**src/rtl/slowclk_pkg.sv**
```systemverilog
package slowclk_pkg;

    typedef enum logic [2:0] {
        ST_IDLE,
        ST_ARM,
        ST_COUNT,
        ST_DONE,
        ST_TMO
    } meter_state_t;

    localparam logic [1:0] SRC_RC_SLOW = 2'd0;
    localparam logic [1:0] SRC_RC_FAST = 2'd1;
    localparam logic [1:0] SRC_32K     = 2'd2;

endpackage

```
**src/rtl/slowclk_edge_sync.sv**
```systemverilog
// Selects the clock under test, resynchronises it and flags rising edges.
module slowclk_edge_sync #(
    parameter int SYNC_STAGES = 2
) (
    input  logic       clk,
    input  logic       rst_n,
    input  logic       osc_rc_slow,
    input  logic       osc_rc_fast,
    input  logic       osc_32k,
    input  logic [1:0] src_sel,
    output logic       edge_o
);
    import slowclk_pkg::*;

    localparam int DEPTH = SYNC_STAGES + 1;

    logic          picked;
    logic [DEPTH-1:0] shreg;

    always_comb begin
        unique case (src_sel)
            SRC_RC_SLOW: picked = osc_rc_slow;
            SRC_RC_FAST: picked = osc_rc_fast;
            SRC_32K:     picked = osc_32k;
            default:     picked = 1'b0;
        endcase
    end

    always_ff @(posedge clk or negedge rst_n) begin
        if (!rst_n) shreg <= '0;
        else        shreg <= {shreg[DEPTH-2:0], picked};
    end

    assign edge_o = shreg[DEPTH-2] & ~shreg[DEPTH-1];

    // a detected edge is a single-cycle event
    assert_edge_pulse_R2: assert property (@(posedge clk) disable iff (!rst_n)
        edge_o |=> !edge_o);

endmodule

```
**src/rtl/slowclk_satcnt.sv**
```systemverilog
// Saturating up-counter with synchronous clear (clear has priority).
module slowclk_satcnt #(
    parameter int W = 16
) (
    input  logic         clk,
    input  logic         rst_n,
    input  logic         clr,
    input  logic         inc,
    output logic [W-1:0] cnt
);
    localparam logic [W-1:0] TOP = {W{1'b1}};

    always_ff @(posedge clk or negedge rst_n) begin
        if (!rst_n)                 cnt <= '0;
        else if (clr)               cnt <= '0;
        else if (inc && cnt != TOP) cnt <= cnt + 1'b1;
    end

    // a counter at its ceiling stays there until cleared
    assert_hold_max_R9: assert property (@(posedge clk) disable iff (!rst_n)
        (cnt == TOP && !clr) |=> cnt == TOP);

endmodule

```
**src/rtl/slowclk_ctrl.sv**
```systemverilog
// Measurement sequencer: launch, window tracking, timeout and cycling.
module slowclk_ctrl (
    input  logic clk,
    input  logic rst_n,
    input  logic start_i,
    input  logic cycling_i,
    input  logic edge_i,
    input  logic win_last_i,
    input  logic tmo_hit_i,
    output logic clr_run_o,
    output logic clr_tmo_o,
    output logic clr_val_o,
    output logic run_inc_o,
    output logic edge_inc_o,
    output logic latch_o,
    output logic ready_o,
    output logic timeout_o
);
    import slowclk_pkg::*;

    meter_state_t state, nxt;
    logic         start_q;
    logic         start_rise;
    logic         win_end;

    assign start_rise = start_i & ~start_q;
    assign win_end    = (state == ST_COUNT) && edge_i && win_last_i;

    always_ff @(posedge clk or negedge rst_n) begin
        if (!rst_n) begin
            state   <= ST_IDLE;
            start_q <= 1'b0;
        end else begin
            state   <= nxt;
            start_q <= start_i;
        end
    end

    always_comb begin
        nxt = state;
        if (!start_i) begin
            nxt = ST_IDLE;
        end else if (start_rise) begin
            nxt = ST_ARM;
        end else begin
            unique case (state)
                ST_IDLE:  nxt = ST_IDLE;
                ST_ARM: begin
                    if (tmo_hit_i)   nxt = ST_TMO;
                    else if (edge_i) nxt = ST_COUNT;
                end
                ST_COUNT: begin
                    if (win_end)        nxt = cycling_i ? ST_COUNT : ST_DONE;
                    else if (tmo_hit_i) nxt = ST_TMO;
                end
                ST_DONE:  nxt = ST_DONE;
                ST_TMO:   nxt = ST_TMO;
                default:  nxt = ST_IDLE;
            endcase
        end
    end

    always_comb begin
        run_inc_o  = (state == ST_ARM) || (state == ST_COUNT);
        edge_inc_o = (state == ST_COUNT) && edge_i;
        latch_o    = start_i && !start_rise && win_end;
        clr_val_o  = start_rise;
        clr_tmo_o  = start_rise || latch_o;
        clr_run_o  = start_rise || latch_o || ((state == ST_ARM) && edge_i);
        timeout_o  = (state == ST_TMO);
    end

    always_ff @(posedge clk or negedge rst_n) begin
        if (!rst_n)                                    ready_o <= 1'b0;
        else if (!start_i || start_rise || nxt == ST_TMO) ready_o <= 1'b0;
        else if (latch_o)                              ready_o <= 1'b1;
    end

    // result and abort flags are exclusive
    assert_excl_R10: assert property (@(posedge clk) disable iff (!rst_n)
        !(ready_o && timeout_o));

    // ready only rises right after a slow edge
    assert_ready_after_edge_R4: assert property (@(posedge clk) disable iff (!rst_n)
        $rose(ready_o) |-> $past(edge_i));

    // a low start clears both status flags
    assert_start_low_clears_R8: assert property (@(posedge clk) disable iff (!rst_n)
        !start_i |=> (!ready_o && !timeout_o));

endmodule

```
**src/rtl/slowclk_meter.sv**
```systemverilog
// Top: measures a selected slow oscillator in reference-clock cycles.
module slowclk_meter #(
    parameter int WIN_W = 16,
    parameter int CNT_W = 24,
    parameter int TMO_W = 24
) (
    input  logic             clk,
    input  logic             rst_n,
    input  logic             osc_rc_slow,
    input  logic             osc_rc_fast,
    input  logic             osc_32k,
    input  logic [1:0]       src_sel,
    input  logic [WIN_W-1:0] win_cycles,
    input  logic [TMO_W-1:0] tmo_thresh,
    input  logic             start,
    input  logic             cycling,
    output logic             ready,
    output logic             timeout,
    output logic [CNT_W-1:0] value
);
    localparam logic [CNT_W-1:0] CNT_TOP = {CNT_W{1'b1}};

    logic             slow_edge;
    logic             clr_run, clr_tmo, clr_val, run_inc, edge_inc, latch;
    logic [CNT_W-1:0] run_cnt;
    logic [TMO_W-1:0] elapsed;
    logic [WIN_W-1:0] edges_seen;
    logic             win_last, tmo_hit;

    slowclk_edge_sync #(.SYNC_STAGES(2)) u_sync (
        .clk         (clk),
        .rst_n       (rst_n),
        .osc_rc_slow (osc_rc_slow),
        .osc_rc_fast (osc_rc_fast),
        .osc_32k     (osc_32k),
        .src_sel     (src_sel),
        .edge_o      (slow_edge)
    );

    slowclk_satcnt #(.W(CNT_W)) u_run (
        .clk (clk), .rst_n (rst_n), .clr (clr_run), .inc (run_inc), .cnt (run_cnt)
    );

    slowclk_satcnt #(.W(TMO_W)) u_elapsed (
        .clk (clk), .rst_n (rst_n), .clr (clr_tmo), .inc (run_inc), .cnt (elapsed)
    );

    slowclk_satcnt #(.W(WIN_W)) u_edges (
        .clk (clk), .rst_n (rst_n), .clr (clr_run), .inc (edge_inc), .cnt (edges_seen)
    );

    assign win_last = ({1'b0, edges_seen} + (WIN_W+1)'(1)) >= {1'b0, win_cycles};
    assign tmo_hit  = ({1'b0, elapsed} + (TMO_W+1)'(1)) >= {1'b0, tmo_thresh};

    slowclk_ctrl u_ctrl (
        .clk        (clk),
        .rst_n      (rst_n),
        .start_i    (start),
        .cycling_i  (cycling),
        .edge_i     (slow_edge),
        .win_last_i (win_last),
        .tmo_hit_i  (tmo_hit),
        .clr_run_o  (clr_run),
        .clr_tmo_o  (clr_tmo),
        .clr_val_o  (clr_val),
        .run_inc_o  (run_inc),
        .edge_inc_o (edge_inc),
        .latch_o    (latch),
        .ready_o    (ready),
        .timeout_o  (timeout)
    );

    always_ff @(posedge clk or negedge rst_n) begin
        if (!rst_n)       value <= '0;
        else if (clr_val) value <= '0;
        else if (latch)   value <= (run_cnt == CNT_TOP) ? CNT_TOP : run_cnt + 1'b1;
    end

    // without a new launch or latch the result is frozen
    assert_value_stable_R3: assert property (@(posedge clk) disable iff (!rst_n)
        (!clr_val && !latch) |=> $stable(value));

endmodule

```
**config.mk**
```make
export PLATFORM = sky130hd
export DESIGN_NAME = slowclk_meter
export DESIGN_NICKNAME = d
export VERILOG_FILES = /design/src/rtl/slowclk_pkg.sv /design/src/rtl/slowclk_edge_sync.sv /design/src/rtl/slowclk_satcnt.sv /design/src/rtl/slowclk_ctrl.sv /design/src/rtl/slowclk_meter.sv
export SDC_FILE = /design/constraint.sdc
export NUM_CORES = 1
export LEC_CHECK = 0
export BUFFER_PORTS_ARGS = -buffer_cell sky130_fd_sc_hd__buf_2
export CORE_UTILIZATION = 40
export CTS_CLUSTER_SIZE = 24
export DETAILED_ROUTE_END_ITERATION = 7
export PLACE_DENSITY = 0.57
export SLEW_MARGIN = 20
export SYNTH_ARGS = -nofsm -noshare
export SYNTH_HDL_FRONTEND = slang
export SYNTH_HIERARCHICAL = 1
export SYNTH_SLANG_ARGS = --single-unit
```
**constraint.sdc**
```tcl
create_clock -name clk -period 3.62 [get_ports clk]
set_clock_uncertainty 0.15 [all_clocks]
set_input_delay 0.362 -clock clk [delete_from_list [all_inputs] [get_ports clk]]
set_output_delay 0.362 -clock clk [all_outputs]
set_load 0.02 [all_outputs]
```
==> reports/results.env <==
OUTCOME='complete, no violations'
LAYOUT.CELLS.MOST_COMMON_LIST='dfrtp_1 (95), buf_2 (73), nor2_1 (65), nand2_1 (64), buf_4 (59)'
SYN2LAYOUT_AREA_GROWTH_PCT=27.5
CTS.SINKS=96
FIRST_GLOBAL_VIAS=5998
LAYOUT_COMMONEST_CELL='dfrtp_1'
POST_SYNTHESIS_NET_COUNT=921
DETAIL_ROUTE.WIRELENGTH_UM=18200
CP-END-KIND='flip-flop'
GLOBALPLACE.CONGESTION=0.853
LEAKAGEPOWER_nW=4.04
HOLDWS_NS=0.0573
IRDROPWORSTVDD_mV=0.237
P_TOTAL_mW=2.58
NUMBER_OF_VIOLATIONS_REPORTED_AT_THE_END_OF_DETAILED_ROUTING_ITERATION_0=428
CLK-INSERTION-DELAY-LATE_NS=0.36
CP_CELL_SEQUENCE='and3_4 -> nand3_4 -> nor4_4 -> buf_4 -> nand4_1 -> xnor2_1 -> ha_1 -> nand4_1 -> nor2_2 -> a221oi_2 -> a21oi_1 -> or3_4 -> a21boi_4 -> a211oi_2 -> o2111a_1'
REPORT.FINAL.SETUP_VIOL=0
CRITICAL_PATH_ARRIVAL_NS=3.71
FP.DIEH_UM=136
N_ANTENNA_CELL=0
FINAL_LAYOUT_NET_COUNT=1053
DRV.MAX_CAP_VIOLATION_COUNT=0
FINAL_PERIOD_MINUS_WORST_SETUP_SLACK_NS=3.56
TRITONCTS_CLOCK_TREE='done'
SYNTH_CELLS=826
POST_SYNTHESIS_ASYNC_SET_OR_RESET_FLOP_SHARE=1.00
CP_SLOWEST_STAGE_DELAY_NS=0.40
GRT_FIRST_PASS_WIRELENGTH_UM=29100
ANTENNA_VIOLATING_NETS_POST_ROUTE=0
DIE_X_UM=136
SYNTHESIS_STAGE_REGISTER_BIT_COUNT=96
GROUTE.USAGE.OVERALL=0.199
TOTAL_NUMBER_OF_VIAS=6544
ROW_COUNT=48
TIGHTEST_SLEW_NS=1.00
NUMPLACEDINSTANCES=1156
MAX_STAGE_DELAY_CELL_WORST_PATH='or3_4'
INITIAL_UTILIZATION=0.412
SYNTH.AVG_CELL_AREA_SQ_UM=8.66
DRIVE_ABOVE_1_SHARE=0.279
CLK_PIN_SLEW_WORST_PATHS_NS=0.07
CTSHTREEMAXLEVEL=3
MIN_PATH_TYPE='in -> reg'
FLOORPLAN.DIE_AREA_SQ_MM=0.0184
REQUIRED_NS=3.77
CRIT_TOP_CELL='nand4_1'
FINAL_HOLD_VIOLATION_COUNT=0
POWER.DENSITY_mW_PER_MM2=283
WORSTREG2REGSTART='u_elapsed/cnt[1]'
SYN_AREA_SQ_MM=0.00716
SYNTH-WARNING-COUNT=6
AVGROUTEDWIREPERCELL_UM=15.3
VIASPERCELL=5.51
NON_FILLER_INSTANCE_COUNT_AFTER_LAYOUT=1188
FINISH.UTILIZATION=0.526
MAX_SLEW_MARGIN=0.332
PIN_COUNT=75
SETUP_REPAIR_AFTER_GLOBAL_ROUTING_MISSED_ITS_MARGIN='yes'
YOSYS_MOST_USED_DFF='dfrtp_1'
YOSYS_CELL_TYPES=65
CORE_AREA_SQ_MM=0.0174
CELL_TYPE_GROUP_WITH_THE_LARGEST_TOTAL_DELAY_ON_THE_CRITICAL_PATH='simple AND/OR/NAND/NOR gates'
BUFFER_PORTS.INSERTED=74
FILL_CELLS=1617
WORST_SETUP_PATH_STARTPOINT='u_elapsed/cnt[1]'
CTS_MAX_PATH_BUFFERS=2
CRIT_PATH_MAX_FANOUT=3
MIN_FROM='src_sel[1]'
SETUP.WORST_PATH.START_CLASS='flip-flop'
GR-TOTAL-OVERFLOW=0
CTS_BUFFERS=9
INITIAL_ANTENNA_VIOLATION_COUNT=0
WORSTPATHBUFFERINVERTERCOUNT=1
PLACE.DETAILED.HPWL_UM=12700
FIN_CRIT_SH=0.984
DR.PASS1.ITERS=4
MAXIMUM_NUMBER_OF_PINS_ON_ONE_NET_BEFORE_GLOBAL_ROUTE_REPAIR=54
MAX_SLEW_VIOLATIONS=0
COUNT_OF_FLIP_FLOPS_WITH_A_BUILT_IN_ENABLE_AFTER_SYNTHESIS=0
WORST-SETUP-PATH-TYPE='reg -> reg'
ROOT_BUFFER='clkbuf_16'
ACHIEVABLE-FREQUENCY_GHz=0.281
DETAIL_ROUTE.DRC_VIOLATIONS=0
YS_SEQ_AREA_FRAC=0.336
==> metal layers <==
layer / wire [um] / GRT usage
met5: 0 / 0
met4: 244 / 0.0605
met3: 602 / 0.0307
met2: 8340 / 0.307
met1: 9030 / 0.286
==> synthesized netlist by cell type, drive strengths merged (5+ instances only) <==
library cell	n	area share
nor3	12	0.0084
o21ai	35	0.024
nor2b	20	0.017
o31ai	22	0.027
or3	22	0.019
inv	49	0.026
nor4	14	0.016
or4	22	0.023
and4	15	0.019
nand4	39	0.037
and3	15	0.013
dfrtp	96	0.34
xor2	25	0.031
or2	5	0.0054
mux2	12	0.021
and2	8	0.0073
buf	10	0.012
ha	46	0.080
nor2	76	0.040
a211oi	26	0.029
nor3b	5	0.0059
a21oi	57	0.040
clkbuf	15	0.0079
nand3	42	0.031
nand2	69	0.036
xnor2	35	0.043
==> state kept, by name (all words and copies together), names as in the netlist <==
register / cells
u_run/cnt: 24
u_ctrl/state: 3
u_edges/cnt: 16
u_ctrl/start_q: 1
value: 24
u_sync/shreg: 3
u_elapsed/cnt: 24
u_ctrl/ready_o: 1
==> power by group <==
part	leakage, nW	switching (mW)	internal [mW]	total (mW)
clock network	0.168	0.436	0.650	1.09
logic	2.55	0.198	0.156	0.354
registers	1.33	0.0403	1.10	1.14
total	4.04	0.674	1.90	2.58
==> path summary, 6_finish.rpt <==
path                            slack, ns           endpoint  cells past startpoint
max in group asynchronous            2.20       u_run/cnt[7]                      3
worst min register to register       0.20    u_sync/shreg[1]                      0
worst min-delay path                 0.06    u_sync/shreg[0]                      2
min in group asynchronous            0.41  u_elapsed/cnt[10]                      2
worst max-delay path                 0.06     u_ctrl/ready_o                     15
worst max register to register       0.06     u_ctrl/ready_o                     15
==> cell type report <==
cell class	instances	area, sq um	share of cell area
timing repair buffer	146	1070	0.118
sequential	96	2400	0.263
clock buffer	11	253	0.0277
multi-input combinational	656	4850	0.531
tap	225	282	0.0309
inverter	49	184	0.0202
clock inverter	5	85.1	0.00932
==> metrics by stage <==
stage | worst slack (ns) | instance area (sq um) | setup TNS (ns)
final | 0.0567 | 9130 | 0
after global routing | -0.110 | 9130 | -1.26
after CTS | 0.000305 | 8540 | 0
after detailed placement | -0.0537 | 8130 | -0.267
after global placement | -0.0218 | 8130 | -0.0218
after floorplan | 0.0375 | 7190 | 0
==> cells by family (layout without fill, tap and decap cells) <==
logic type,Yosys count,after routing,share of synthesized area
flops,96,96,0.336
compound gates,161,161,0.146
buf+inv,74,211,0.0460
fa+ha+maj,46,46,0.0804
simple gates,373,373,0.292
xor+xnor,60,60,0.0734
mux,16,16,0.0266
==> timing repair <==
| action | 4_1_cts | 5_1_grt |
|---|---|---|
| endpoints found under the setup margin | 11 | 90 |
| resized for setup | 11 | 85 |
| gates cloned | 0 | 7 |
| pin swaps | 17 | 35 |
| hold buffers | 1 | 0 |
| buffers inserted | 4 | 5 |
| endpoints found under the hold margin | 43 | 0 |
No activity file was read; power rests on OpenSTA's default activity.
